==> src/rtl/ccm_pkg.sv <==
// Shared sizing for the colour matrix coefficient loader.
// Assumes the fraction drop plus result width stays below the sign bit.
package ccm_pkg;
    localparam int NUM_COEF  = 9;
    localparam int IN_W      = 64;
    localparam int Q_W       = 15;
    localparam int FRAC_DROP = 20;
    localparam int IDX_W     = 4;
endpackage

==> src/rtl/ccm_coef_conv.sv <==
// Converts one sign-magnitude fixed-point word to a Q_W-bit two's-complement
// value and flags overflow. Purely combinational.
// Assumes FRAC_DROP + Q_W <= IN_W - 1 (the magnitude field excludes the sign).
module ccm_coef_conv #(
    parameter int IN_W      = 64,
    parameter int Q_W       = 15,
    parameter int FRAC_DROP = 20
) (
    input  logic [IN_W-1:0] din,
    output logic [Q_W-1:0]  q_val,
    output logic            q_bad
);
    logic           sgn;
    logic [Q_W-1:0] mag;
    logic [Q_W-1:0] neg;

    // Select magnitude bits, negate for negative inputs, then test the range
    always_comb begin
        sgn   = din[IN_W-1];
        mag   = din[FRAC_DROP +: Q_W];
        neg   = ~mag + 1'b1;
        q_val = sgn ? neg : mag;
        q_bad = (sgn != q_val[Q_W-1]) && !(sgn && (mag == '0));
    end
endmodule

==> src/rtl/ccm_seq_ctrl.sv <==
// Load sequencer: counts accepted beats, keeps a sticky overflow flag and
// emits the registered done / error pulses.
// Assumes seq_start takes priority over completion of a running load.
module ccm_seq_ctrl #(
    parameter int NUM_COEF = 9,
    parameter int IDX_W    = 4
) (
    input  logic             clk,
    input  logic             rst_n,
    input  logic             seq_start,
    input  logic             coef_valid,
    input  logic [IDX_W-1:0] coef_idx,
    input  logic             beat_bad,
    output logic             accept,
    output logic             commit_ok,
    output logic             load_done,
    output logic             load_err
);
    localparam int CNT_W = $clog2(NUM_COEF + 1);

    logic             active;
    logic [CNT_W-1:0] cnt;
    logic             err_sticky;
    logic [CNT_W-1:0] cnt_base;
    logic             err_base;
    logic             last_beat;
    logic             bad_all;

    // Decide whether this beat belongs to a load and whether it finishes it
    always_comb begin
        accept    = coef_valid && (int'(coef_idx) < NUM_COEF) && (active || seq_start);
        cnt_base  = seq_start ? '0 : cnt;
        err_base  = seq_start ? 1'b0 : err_sticky;
        last_beat = accept && (cnt_base == CNT_W'(NUM_COEF - 1));
        bad_all   = err_base || (accept && beat_bad);
        commit_ok = last_beat && !bad_all;
    end

    // Sequence state and outcome pulses
    always_ff @(posedge clk) begin
        if (!rst_n) begin
            active     <= 1'b0;
            cnt        <= '0;
            err_sticky <= 1'b0;
            load_done  <= 1'b0;
            load_err   <= 1'b0;
        end else begin
            load_done <= last_beat && !bad_all;
            load_err  <= last_beat && bad_all;
            if (last_beat) begin
                active     <= 1'b0;
                cnt        <= '0;
                err_sticky <= 1'b0;
            end else if (seq_start || active) begin
                active     <= 1'b1;
                cnt        <= accept ? cnt_base + 1'b1 : cnt_base;
                err_sticky <= bad_all;
            end
        end
    end
endmodule

==> src/rtl/ccm_stage.sv <==
// Staging registers, one per matrix slot, written by accepted beats.
// Exposes a merged next-state view so the bank can commit the ninth beat
// in the same edge. Assumes distinct slot indices within one load.
module ccm_stage #(
    parameter int NUM_COEF = 9,
    parameter int Q_W      = 15,
    parameter int IDX_W    = 4
) (
    input  logic                    clk,
    input  logic                    rst_n,
    input  logic                    accept,
    input  logic [IDX_W-1:0]        coef_idx,
    input  logic [Q_W-1:0]          q_val,
    output logic [NUM_COEF*Q_W-1:0] stage_nxt
);
    for (genvar k = 0; k < NUM_COEF; k++) begin : g_slot
        logic [Q_W-1:0] slot_q;
        logic           wr;

        // Slot write enable and merged view of this slot
        always_comb begin
            wr = accept && (coef_idx == IDX_W'(k));
            stage_nxt[k*Q_W +: Q_W] = wr ? q_val : slot_q;
        end

        // Slot storage
        always_ff @(posedge clk) begin
            if (!rst_n) slot_q <= '0;
            else        slot_q <= stage_nxt[k*Q_W +: Q_W];
        end
    end
endmodule

==> src/rtl/ccm_coef_loader.sv <==
// Top level: serial coefficient converter with an all-or-nothing bank.
// Assumes one coefficient per beat; the bank changes only on load_done.
module ccm_coef_loader
    import ccm_pkg::*;
#(
    parameter int N_COEF = NUM_COEF,
    parameter int DIN_W  = IN_W,
    parameter int QV_W   = Q_W,
    parameter int DROP   = FRAC_DROP,
    parameter int IX_W   = IDX_W
) (
    input  logic                  clk,
    input  logic                  rst_n,
    input  logic                  seq_start,
    input  logic                  coef_valid,
    input  logic [IX_W-1:0]       coef_idx,
    input  logic [DIN_W-1:0]      coef_in,
    output logic                  load_done,
    output logic                  load_err,
    output logic [N_COEF*QV_W-1:0] coef_bank
);
    localparam int BANK_W = N_COEF * QV_W;

    logic [QV_W-1:0]   q_val;
    logic              q_bad;
    logic              accept;
    logic              commit_ok;
    logic [BANK_W-1:0] stage_nxt;

    ccm_coef_conv #(.IN_W(DIN_W), .Q_W(QV_W), .FRAC_DROP(DROP)) u_conv (
        .din   (coef_in),
        .q_val (q_val),
        .q_bad (q_bad)
    );

    ccm_seq_ctrl #(.NUM_COEF(N_COEF), .IDX_W(IX_W)) u_ctrl (
        .clk        (clk),
        .rst_n      (rst_n),
        .seq_start  (seq_start),
        .coef_valid (coef_valid),
        .coef_idx   (coef_idx),
        .beat_bad   (q_bad),
        .accept     (accept),
        .commit_ok  (commit_ok),
        .load_done  (load_done),
        .load_err   (load_err)
    );

    ccm_stage #(.NUM_COEF(N_COEF), .Q_W(QV_W), .IDX_W(IX_W)) u_stage (
        .clk       (clk),
        .rst_n     (rst_n),
        .accept    (accept),
        .coef_idx  (coef_idx),
        .q_val     (q_val),
        .stage_nxt (stage_nxt)
    );

    // Coefficient bank: whole-set commit on a clean ninth beat
    always_ff @(posedge clk) begin
        if (!rst_n)         coef_bank <= '0;
        else if (commit_ok) coef_bank <= stage_nxt;
    end
endmodule

==> config.mk <==
export PLATFORM = sky130hd
export DESIGN_NAME = ccm_coef_loader
export DESIGN_NICKNAME = d
export VERILOG_FILES = /design/src/rtl/ccm_pkg.sv /design/src/rtl/ccm_coef_conv.sv /design/src/rtl/ccm_seq_ctrl.sv /design/src/rtl/ccm_stage.sv /design/src/rtl/ccm_coef_loader.sv
export SDC_FILE = /design/constraint.sdc
export NUM_CORES = 1
export LEC_CHECK = 0
export BUFFER_PORTS_ARGS = -buffer_cell sky130_fd_sc_hd__clkbuf_2
export CAP_MARGIN = 10
export CORE_ASPECT_RATIO = 0.5
export CORE_MARGIN = 4
export CORE_UTILIZATION = 51
export DETAILED_ROUTE_END_ITERATION = 10
export GPL_TIMING_DRIVEN = 0
export HOLD_SLACK_MARGIN = 0.12
export PLACE_DENSITY = 0.83
export SLEW_MARGIN = 30
export SYNTH_ARGS = -nofsm -noshare
export SYNTH_HDL_FRONTEND = slang
export SYNTH_HIERARCHICAL = 1
export SYNTH_SLANG_ARGS = --single-unit
==> constraint.sdc <==
create_clock -name clk -period 2.2 [get_ports clk]
set_clock_uncertainty 0.1 [all_clocks]
set_input_delay 0 -clock clk [delete_from_list [all_inputs] [get_ports clk]]
set_output_delay 0 -clock clk [all_outputs]
set_load 0.1 [all_outputs]
Word level (Yosys, flattened, before mapping)
Cells that the tools add are included.
Word-level totals
  logic and storage cells: 67
  input bits: 72
  output and inout bits: 137
  flip-flop bits (word level): 278
Cells by class
  order comparisons: 1
  add/sub/neg operators: 2
  muxes and demuxes: 13
  equal/unequal tests: 10
  bitwise logic cells: 2
  reductions and logical operators: 24
Operators by type and width (number)
  two-way mux 15 bit: 10
  logical AND 1 bit: 17
  equality test 4 x 3 -> 1 bit (second input constant): 4
  adder 15 x 1 -> 15 bit (second input constant): 1
  zero test 15 bit: 1
  inverter 15 bit: 1
  equality test 4 x 2 -> 1 bit (second input constant): 2
  equality test 4 bit (second input constant): 2
  two-way mux 4 bit: 2
  adder 4 x 1 -> 4 bit (second input constant): 1
  equality test 4 x 1 -> 1 bit (second input constant): 1
  zero test 4 bit: 1
  less-than comparator 4 bit (second input constant): 1
  zero test 1 bit: 2
  logical OR 1 bit: 2
  OR reduction 2 bit: 1
  two-way mux 1 bit: 1
  != test 1 bit: 1
  inverter 1 bit: 1

Depth between registers and ports, before layout
Gate-level depths: netlist (run 1).
  depth in word-level cells: 9
  depth in mapped cells: 13

Hierarchy
Netlist (run 1), hierarchy kept.
By module, submodules not included
  ccm_stage: seq. area each 2702.6 sq um, instances 1, area each 6472.5 sq um, cells an instance 628
  ccm_coef_loader: seq. area each 2702.6 sq um, instances 1, area each 5092.4 sq um, cells an instance 435
  ccm_seq_ctrl: seq. area each 160.2 sq um, instances 1, area each 435.4 sq um, cells an instance 46
  ccm_coef_conv: seq. area each 0.0 sq um, instances 1, area each 392.9 sq um, cells an instance 46

Least setup slack after synthesis (run 1)
No wires, ideal clock.
  path type: input to register
  start point: input port coef_in[21]
  end point: register coef_bank[100]
  buffers on the path: 4
  cell stages on the path: 13
  arrival: 2111 ps
  path slack: -130 ps
  cells stage by stage: inv_1 ha_1 or4b_1 buf_2 nor4_1 a21boi_0 a22o_1 nor2_1 buf_4 buf_6 buf_6 mux2i_1 nor2b_1
Between the ends
  longest elaborated chain between the ends: 9
  elaborated cells between the ends (all ways): 13
RTL lines
  from (decl): line ccm_coef_loader.sv:17  | input logic [DIN_W-1:0] coef_in,
  inverter 15 bit: line ccm_coef_conv.sv:21  | neg = ~mag + 1'b1;
  adder 15 x 1 -> 15 bit: line ccm_coef_conv.sv:21
  two-way mux 15 bit: line ccm_coef_conv.sv:22  | q_val = sgn ? neg : mag;
  != test 1 bit: line ccm_coef_conv.sv:23  | q_bad = (sgn != q_val[Q_W-1]) && !(sgn && (mag == '0));
  logical AND 1 bit (*): line ccm_coef_conv.sv:23
  via q_bad: line ccm_coef_loader.sv:25  | logic q_bad;
  logical AND 1 bit (*): line ccm_seq_ctrl.sv:35  | bad_all = err_base || (accept && beat_bad);
  logical OR 1 bit (*): line ccm_seq_ctrl.sv:35
  zero test 1 bit (*): line ccm_seq_ctrl.sv:36  | commit_ok = last_beat && !bad_all;
  logical AND 1 bit (*): line ccm_seq_ctrl.sv:36
  via commit_ok: line ccm_coef_loader.sv:27  | logic commit_ok;
  to (signal assigned): line ccm_coef_loader.sv:61  | else if (commit_ok) coef_bank <= stage_nxt;
  to (decl): line ccm_coef_loader.sv:20  | output logic [N_COEF*QV_W-1:0] coef_bank
The timed path passes the listed nets; every way through them passes the cells marked *.
A chain may end at the register's enable or synchronous reset.

Worst setup path after layout (run 1)
  start point: input port coef_in[23]
  end point: register u_stage.g_slot[8].slot_q[5]
Between the ends
  longest elaborated chain between the ends: 4
RTL lines
  inverter 15 bit: line ccm_coef_conv.sv:21
  adder 15 x 1 -> 15 bit: line ccm_coef_conv.sv:21
  two-way mux 15 bit: line ccm_coef_conv.sv:22
  via q_val[5]: line ccm_coef_loader.sv:24  | logic [QV_W-1:0] q_val;
  two-way mux 15 bit: line ccm_stage.sv:23  | stage_nxt[k*Q_W +: Q_W] = wr ? q_val : slot_q;
  to (signal assigned): line ccm_stage.sv:29  | else slot_q <= stage_nxt[k*Q_W +: Q_W];
  to (decl): line ccm_stage.sv:17  | logic [Q_W-1:0] slot_q;
The timed path passes the listed nets, and every way through them passes these cells.

==> metrics.txt, run 1 <==
worst reg-to-reg setup slack=around 0.050 ns; CTS max path bufs=3; Crit. End Element=flip-flop; Post-Synth Adder-Cell Area=less than 1%; vias per std cell=5.65; Clk Latency, worst-skew pair=between 0.5 and 0.6 ns; maximum number of pins on one net before global-route repair=16; leading cell type by number of instances after synthesis=dfxtp_1; CTS clk-pin slew, worst paths=0.07 ns; Fin. Hold Viols=0; routed vias=9612; fin area=0.0150 sq mm; syn_nets=1230; final setup fails=7; CTS tree=yes; Tightest Hold Check Type=in -> reg; Max IR drop VDD=0.000485 V; Max Slew Vio Count=0; Synth Area per Inst=10.7 sq um; CP max FO=10; core area=0.0233 sq mm; GRT Util Overall=25.0%; die footprint=0.0270 sq mm; async set-reset flop share out of synthesis=0%; CP required=2.55 ns; Pleak=6.71 nW; failing checks=negative setup slack; layout cell share with drive strength beyond 1=31.6%; DR pass1 iterations=7; Setup CP Type=in -> reg; Worst Path Arrival=between 2 and 3 ns; grt total ovfl=0; mux cell area share after synthesis=between 30% and 40%; CTS sink cnt=278; Tmin final=about 2.3 ns; library cells used by synthesis=43; Synth area leaders=dfxtp_1, mux2i_1, mux2_2; die height=between 100 and 150 um; setup_tns=-0.156 ns; dominant synthesized flop cell=dfxtp_1; Synth top area share=between 40% and 50%; Filler Cell Count=1732; largest family of logic cells by synthesized area=multiplexers; XOR/XNOR Fraction of Synth Area=1.13%; IO Pins=209; Mapped Cells=1155; placed inst area=approximately 0.014 sq mm; routed length per instance=21.6 um; Pwr Density=a little under 700 mW/mm^2; Post-synth top cells=dfxtp_1, mux2i_1, nand2_1; Die X=228 um; cts bufs inserted=25; Slew @ Worst Pin=0.929 ns; initial antenna violation count=2; iteration-0 DRC count of the detailed router=roughly 810; FMAX=about 440 MHz; P&R area growth vs syn=21.4%; gp weighted congestion=0.861; setup ws final=-0.0595 ns; site row count=39; first-pass GRT wire length=around 54000 um; register area share after synthesis=44.9%; vias in the first global route=9429; H-tree depth=1; CTS root buf=clkbuf_16; initial cell density of the core=53.1%; DP HPWL=24200 um; Syn. warnings=6; synthesized flop and latch total=~280; simple logic cell fraction of the synthesized area=about 14%; post-route ant nets=0; EDFF count, synth=0; CP startpoint kind=input port; routed wire length=36800 um; Synth Cell Area=0.0124 sq mm; nets=1449; area leader, netlist=dfxtp_1; outcome=complete, but fails checks; Max-slew headroom=a little under two fifths; Max Cap Viol=0; post-synthesis compound-gate area fraction=under 10%; number of remaining DRC errors=0; fin crit share=103%; I/O Buffers=160
## path summary, 6_finish.rpt
kind,startpoint,to,cells after the start
worst min-delay path,coef_idx[0],u_stage/g_slot[1].slot_q[3],5
worst min register to register,u_stage/g_slot[3].slot_q[3],u_stage/g_slot[3].slot_q[3],2
worst max register to register,u_ctrl/cnt[0],coef_bank[118],10
worst max-delay path,coef_in[23],u_stage/g_slot[8].slot_q[5],7
## critical path, stage by stage
cell,delay (ns)
clkbuf_2,0.13
or3_1,0.51
o31ai_1,0.31
xnor2_1,0.15
clkdlybuf4s15_1,0.72
nand2_2,0.48
mux2i_1,0.29
## stage by stage
stage | utilization [%] | hold WS [ns] | instances | power, mW | setup slack (ns)
floorplan | - | 0.0294 | 1155 | 5.52 | 0.00841
detailed placement | 58.4 | 0.258 | 1622 | 5.81 | -1.11
global placement | 58.4 | 0.245 | 1622 | 5.80 | -1.03
global route | 64.5 | 0.143 | 1700 | 10.6 | -0.0373
finish | 64.5 | 0.143 | 1701 | 10.4 | -0.0595
CTS | 63.3 | 0.121 | 1691 | 10.3 | 0.00425
## cells by family after synthesis
| kind of cell | after synthesis |
|---|---|
| muxes | 405 |
| AOI/OAI and AO/OA | 20 |
| xor gates and xnor gates | 16 |
| buffers and inverters | 100 |
| and+or+nand+nor | 333 |
| DFF | 278 |
| adders and majority gates | 3 |
## power by group
part / switching [mW] / internal (mW)
sequential: 0.0122 / 5.05
combinational: 0.516 / 0.216
clock: 1.98 / 2.61
## area by class of cell
class / instances / area (sq um) / area share, %
antenna: 2 / 5.00 / 0.0333
buffer: 92 / 611 / 4.06
clock buffer: 35 / 703 / 4.68
clock inverter: 10 / 149 / 0.990
inverter: 7 / 26.3 / 0.175
multi-input combinational: 777 / 6430 / 42.7
sequential: 278 / 5570 / 37.0
tap: 307 / 384 / 2.55
timing repair buffer: 193 / 1170 / 7.78
## state kept, by name, indices dropped and copies added (netlist names)
signal,count
coef_bank,135
u_ctrl/active,1
u_ctrl/cnt,4
u_ctrl/err_sticky,1
u_ctrl/load_done,1
u_ctrl/load_err,1
u_stage/g_slot.slot_q,135
## metal layers
metal  wire, um  track usage (%)  up-vias
met5         10                0        -
met4       1250             8.48        2
met3       3360             6.06      107
met2      16800             40.2      494
met1      15300             33.4     4639
li1           -                -     4370
## repair_timing
| item | in CTS | in global routing |
|---|---|---|
| endpoints found under the hold margin | 36 | 2 |
| gates cloned | 0 | 3 |
| setup buffers | 4 | 6 |
| hold buffers | 20 | 1 |
| pin swaps | 2 | 6 |
| setup endpoints to repair | 136 | 174 |
| gates resized for setup | 22 | 53 |
## cell usage in the layout (no fill, tap or decap), drive strengths merged, types with 4 or more instances in the layout
cell type / synthesis / routed
dfxtp: 278 / 278
nand2: 160 / 160
o31ai: 6 / 6
clkinv: 0 / 4
o41ai: 5 / 5
xnor2: 16 / 16
nor2b: 137 / 137
clkbuf: 33 / 234
inv: 7 / 9
mux2i: 270 / 270
buf: 60 / 64
o21ai: 4 / 4
mux2: 135 / 135
dlygate4sd3: 0 / 20
nor2: 12 / 12
Power figures use the tool's default switching activity.
==> run 2: changes to the inputs <==
ABC_AREA = 1   (was not set)
==> run 2 against run 1 <==
Fmax up 5.3%; sequential power barely moved; clock power up 7.0%; the flow now finishes without violations; core utilization is 0.76 points lower; setup slack gained 0.11 ns; critical endpoint is now u_ctrl/cnt[2].
==> metrics.txt, run 2 <==
outcome=completed; EDFF count, synth=0 (unchanged); layout cell share with drive strength beyond 1=14.0% (-18 points); wl on met1=14500 um (-5.2%); routed wire length=34200 um (-7.0%); Worst Path Arrival=2.50 ns (-0.11 ns); site row count=40 (+2.6%); CTS clk-pin slew, worst paths=0.07 ns (about the same); CTS max path bufs=3 (unchanged); CP required=2.56 ns (about the same); largest registers=coef_bank x135, u_stage/g_slot.slot_q x135, u_ctrl/cnt x4; number of remaining DRC errors=0 (unchanged); post-route ant nets=0 (unchanged); syn_nets=2058 (+67%); synthesized flop and latch total=278 (unchanged); Final Core Density=63.7% (-0.76 points); worst hold margin=0.133 ns (-0.0100 ns); vias in the first global route=11486 (+22%); CTS root buf=clkbuf_16; async set-reset flop share out of synthesis=0% (unchanged); Slew @ Worst Pin=0.715 ns (-0.214 ns); Max Slew Vio Count=0 (unchanged); Setup CP Type=reg -> reg; Total Power=10.8 mW (+3.7%); CTS tree=yes; I/O Buffers=159 (-0.63%); worst reg-to-reg setup slack=0.06 ns (about the same); dpl cells=2478 (+53%); Clk Latency, worst-skew pair=0.52 ns (-0.02 ns); min-delay src=coef_idx[0]; DP HPWL=22800 um (-5.9%); Post-synth top cells=nand2_1, nor2_1, inv_1; fin crit share=97.5% (-5.2 points); final setup fails=0 (-7); P&R area growth vs syn=21.8%; leading cell type by number of instances after synthesis=nand2_1; Max Cap Viol=0 (unchanged); initial cell density of the core=52.3% (-0.81 points); WHS Endpoint=u_ctrl/cnt[0]; maximum number of pins on one net before global-route repair=17 (+1); Synth top area share=43.9% (-1.0 points); cells on worst reg2reg path=6 (-4); Crit. End Element=flip-flop; Pleak=7.99 nW (+19%); commonest non-fill, non-tap cell in the layout=nand2_1; grt total ovfl=0 (unchanged); first-pass GRT wire length=54400 um (about the same); H-tree depth=1 (unchanged); Top Metal Used=met4; met2 WL=15500 um (-7.7%); Syn. warnings=6 (unchanged); GRT Util Overall=23.7% (-1.4 points); Crit Reg-Reg Startpoint=u_ctrl/cnt[2]; met3 WL=2850 um (-15%); Place WS=-0.172 ns (+0.941 ns); area leader, netlist=dfxtp_1; setup ws final=0.0552 ns (+0.115 ns); Mapped Cells=1983 (+72%); Synth Area per Inst=6.39 sq um (-40%); Filler Cell Count=2066 (+19%); Max-slew headroom=52.3% (+14 points); nets=2294 (+58%); DR pass1 iterations=5 (-2); gp weighted congestion=0.885 (+2.8%); Fin. Hold Viols=0 (unchanged); library cells used by synthesis=28 (-35%); Max IR drop VDD=0.000543 V (+12%); CTS sink cnt=278 (unchanged); iteration-0 DRC count of the detailed router=1111 (+38%); CP startpoint kind=flip-flop; n_diodes=0 (-2); routed vias=12264 (+28%); Tmin final=2.14 ns (-0.115 ns); Pwr Density=698 mW/mm^2 (+1.0%); core area=0.0242 sq mm (+3.9%); CP max FO=3 (-7); Synth Cell Area=0.0127 sq mm (+2.3%); Tightest Hold Check Type=in -> reg; die footprint=0.0276 sq mm (+2.2%); cts bufs inserted=25 (unchanged); die height=119 um (+1.1%); initial antenna violation count=0 (-2); worst hold path stage count=8 (+3); routed length per instance=13.3 um (-39%); FMAX=466 MHz (+5.3%); dominant synthesized flop cell=dfxtp_1; most frequent cells in the layout=nand2_1, nor2_1, inv_1; Die X=231 um (+1.1%); register area share after synthesis=43.9% (-1.0 points); RR Endpoint=u_ctrl/cnt[2]; Synth area leaders=dfxtp_1, nand2_1, nor2_1; vias per std cell=4.77 (-16%); IO Pins=209 (unchanged); Post-Layout Cell Count=2573 (+51%)
-- run 2: what timing repair did --
action                                  4_1_cts  5_1_grt
pin swaps                                     0        9
endpoints found under the setup margin       80      145
hold endpoints to repair                    149        1
gates resized for setup                       6       49
buffers inserted                              0        8
hold buffers                                 43        2
-- run 2: kinds of logic (layout without fill, tap and decap cells) --
group                      Yosys count  count (layout)  synth area share, %
and+or+nand+nor                   1148            1148                 36.2
buffers and inverters              489             743                 16.1
AOI/OAI and AO/OA                   56              56                 2.89
xor gates and xnor gates             9               9                0.622
adders and majority gates            3               3                0.296
DFF                                278             278                 43.9
-- run 2: worst max path at each step --
stage | end | start | slack [ns] | cells after the start
after global routing | coef_bank[115] | u_ctrl/active | -0.06 | 14
after CTS | coef_bank[112] | u_ctrl/active | 0.004 | 14
final | u_ctrl/cnt[2] | u_ctrl/cnt[2] | 0.06 | 6
after global placement | coef_bank[117] | u_ctrl/active | -0.12 | 14
after floorplan | coef_bank[64] | u_ctrl/active | 0.30 | 14
after detailed placement | coef_bank[131] | u_ctrl/active | -0.17 | 14
-- run 2: worst max-delay path, stage by stage, from the launching register on --
cell and delay (ns):
dfxtp_1 0.36, inv_1 0.08, nor2_1 0.09, dlygate4sd3_1 0.67, nand2_1 0.09, dlygate4sd3_1 0.56
a21oi_1 0.13
-- run 2: cell type report --
| cell class | count | area [sq um] | share of cell area [%] |
|---|---|---|---|
| plain buffers | 98 | 613 | 3.97 |
| well taps | 336 | 420 | 2.72 |
| clock inverters | 13 | 246 | 1.60 |
| clock buffers | 32 | 682 | 4.42 |
| repair buffers | 209 | 1280 | 8.32 |
| inverters | 391 | 1470 | 9.54 |
| multi-input cells | 1216 | 5150 | 33.4 |
| flip-flops and latches | 278 | 5570 | 36.1 |
-- run 2: layer usage --
metal / vias up / track usage (%)
li1: 6237 / -
met1: 5508 / 30.3
met2: 430 / 39.9
met3: 89 / 4.47
met4: 0 / 8.71
met5: - / 0
-- run 2: per-stage QoR --
step	TNS [ns]	area, sq um
finish	0	15400
floorplan	0	12700
detailed placement	-5.09	13900
global placement	-2.95	13900
global route	-0.510	15400
CTS	0	15300
-- run 2: report_power, final --
group / leakage, nW / total [mW] / switching [mW] / internal, mW
Clock: 0.454 / 4.91 / 1.90 / 3.02
Combinational: 5.29 / 0.786 / 0.558 / 0.228
Sequential: 2.24 / 5.07 / 0.00854 / 5.06
Total: 7.99 / 10.8 / 2.46 / 8.30
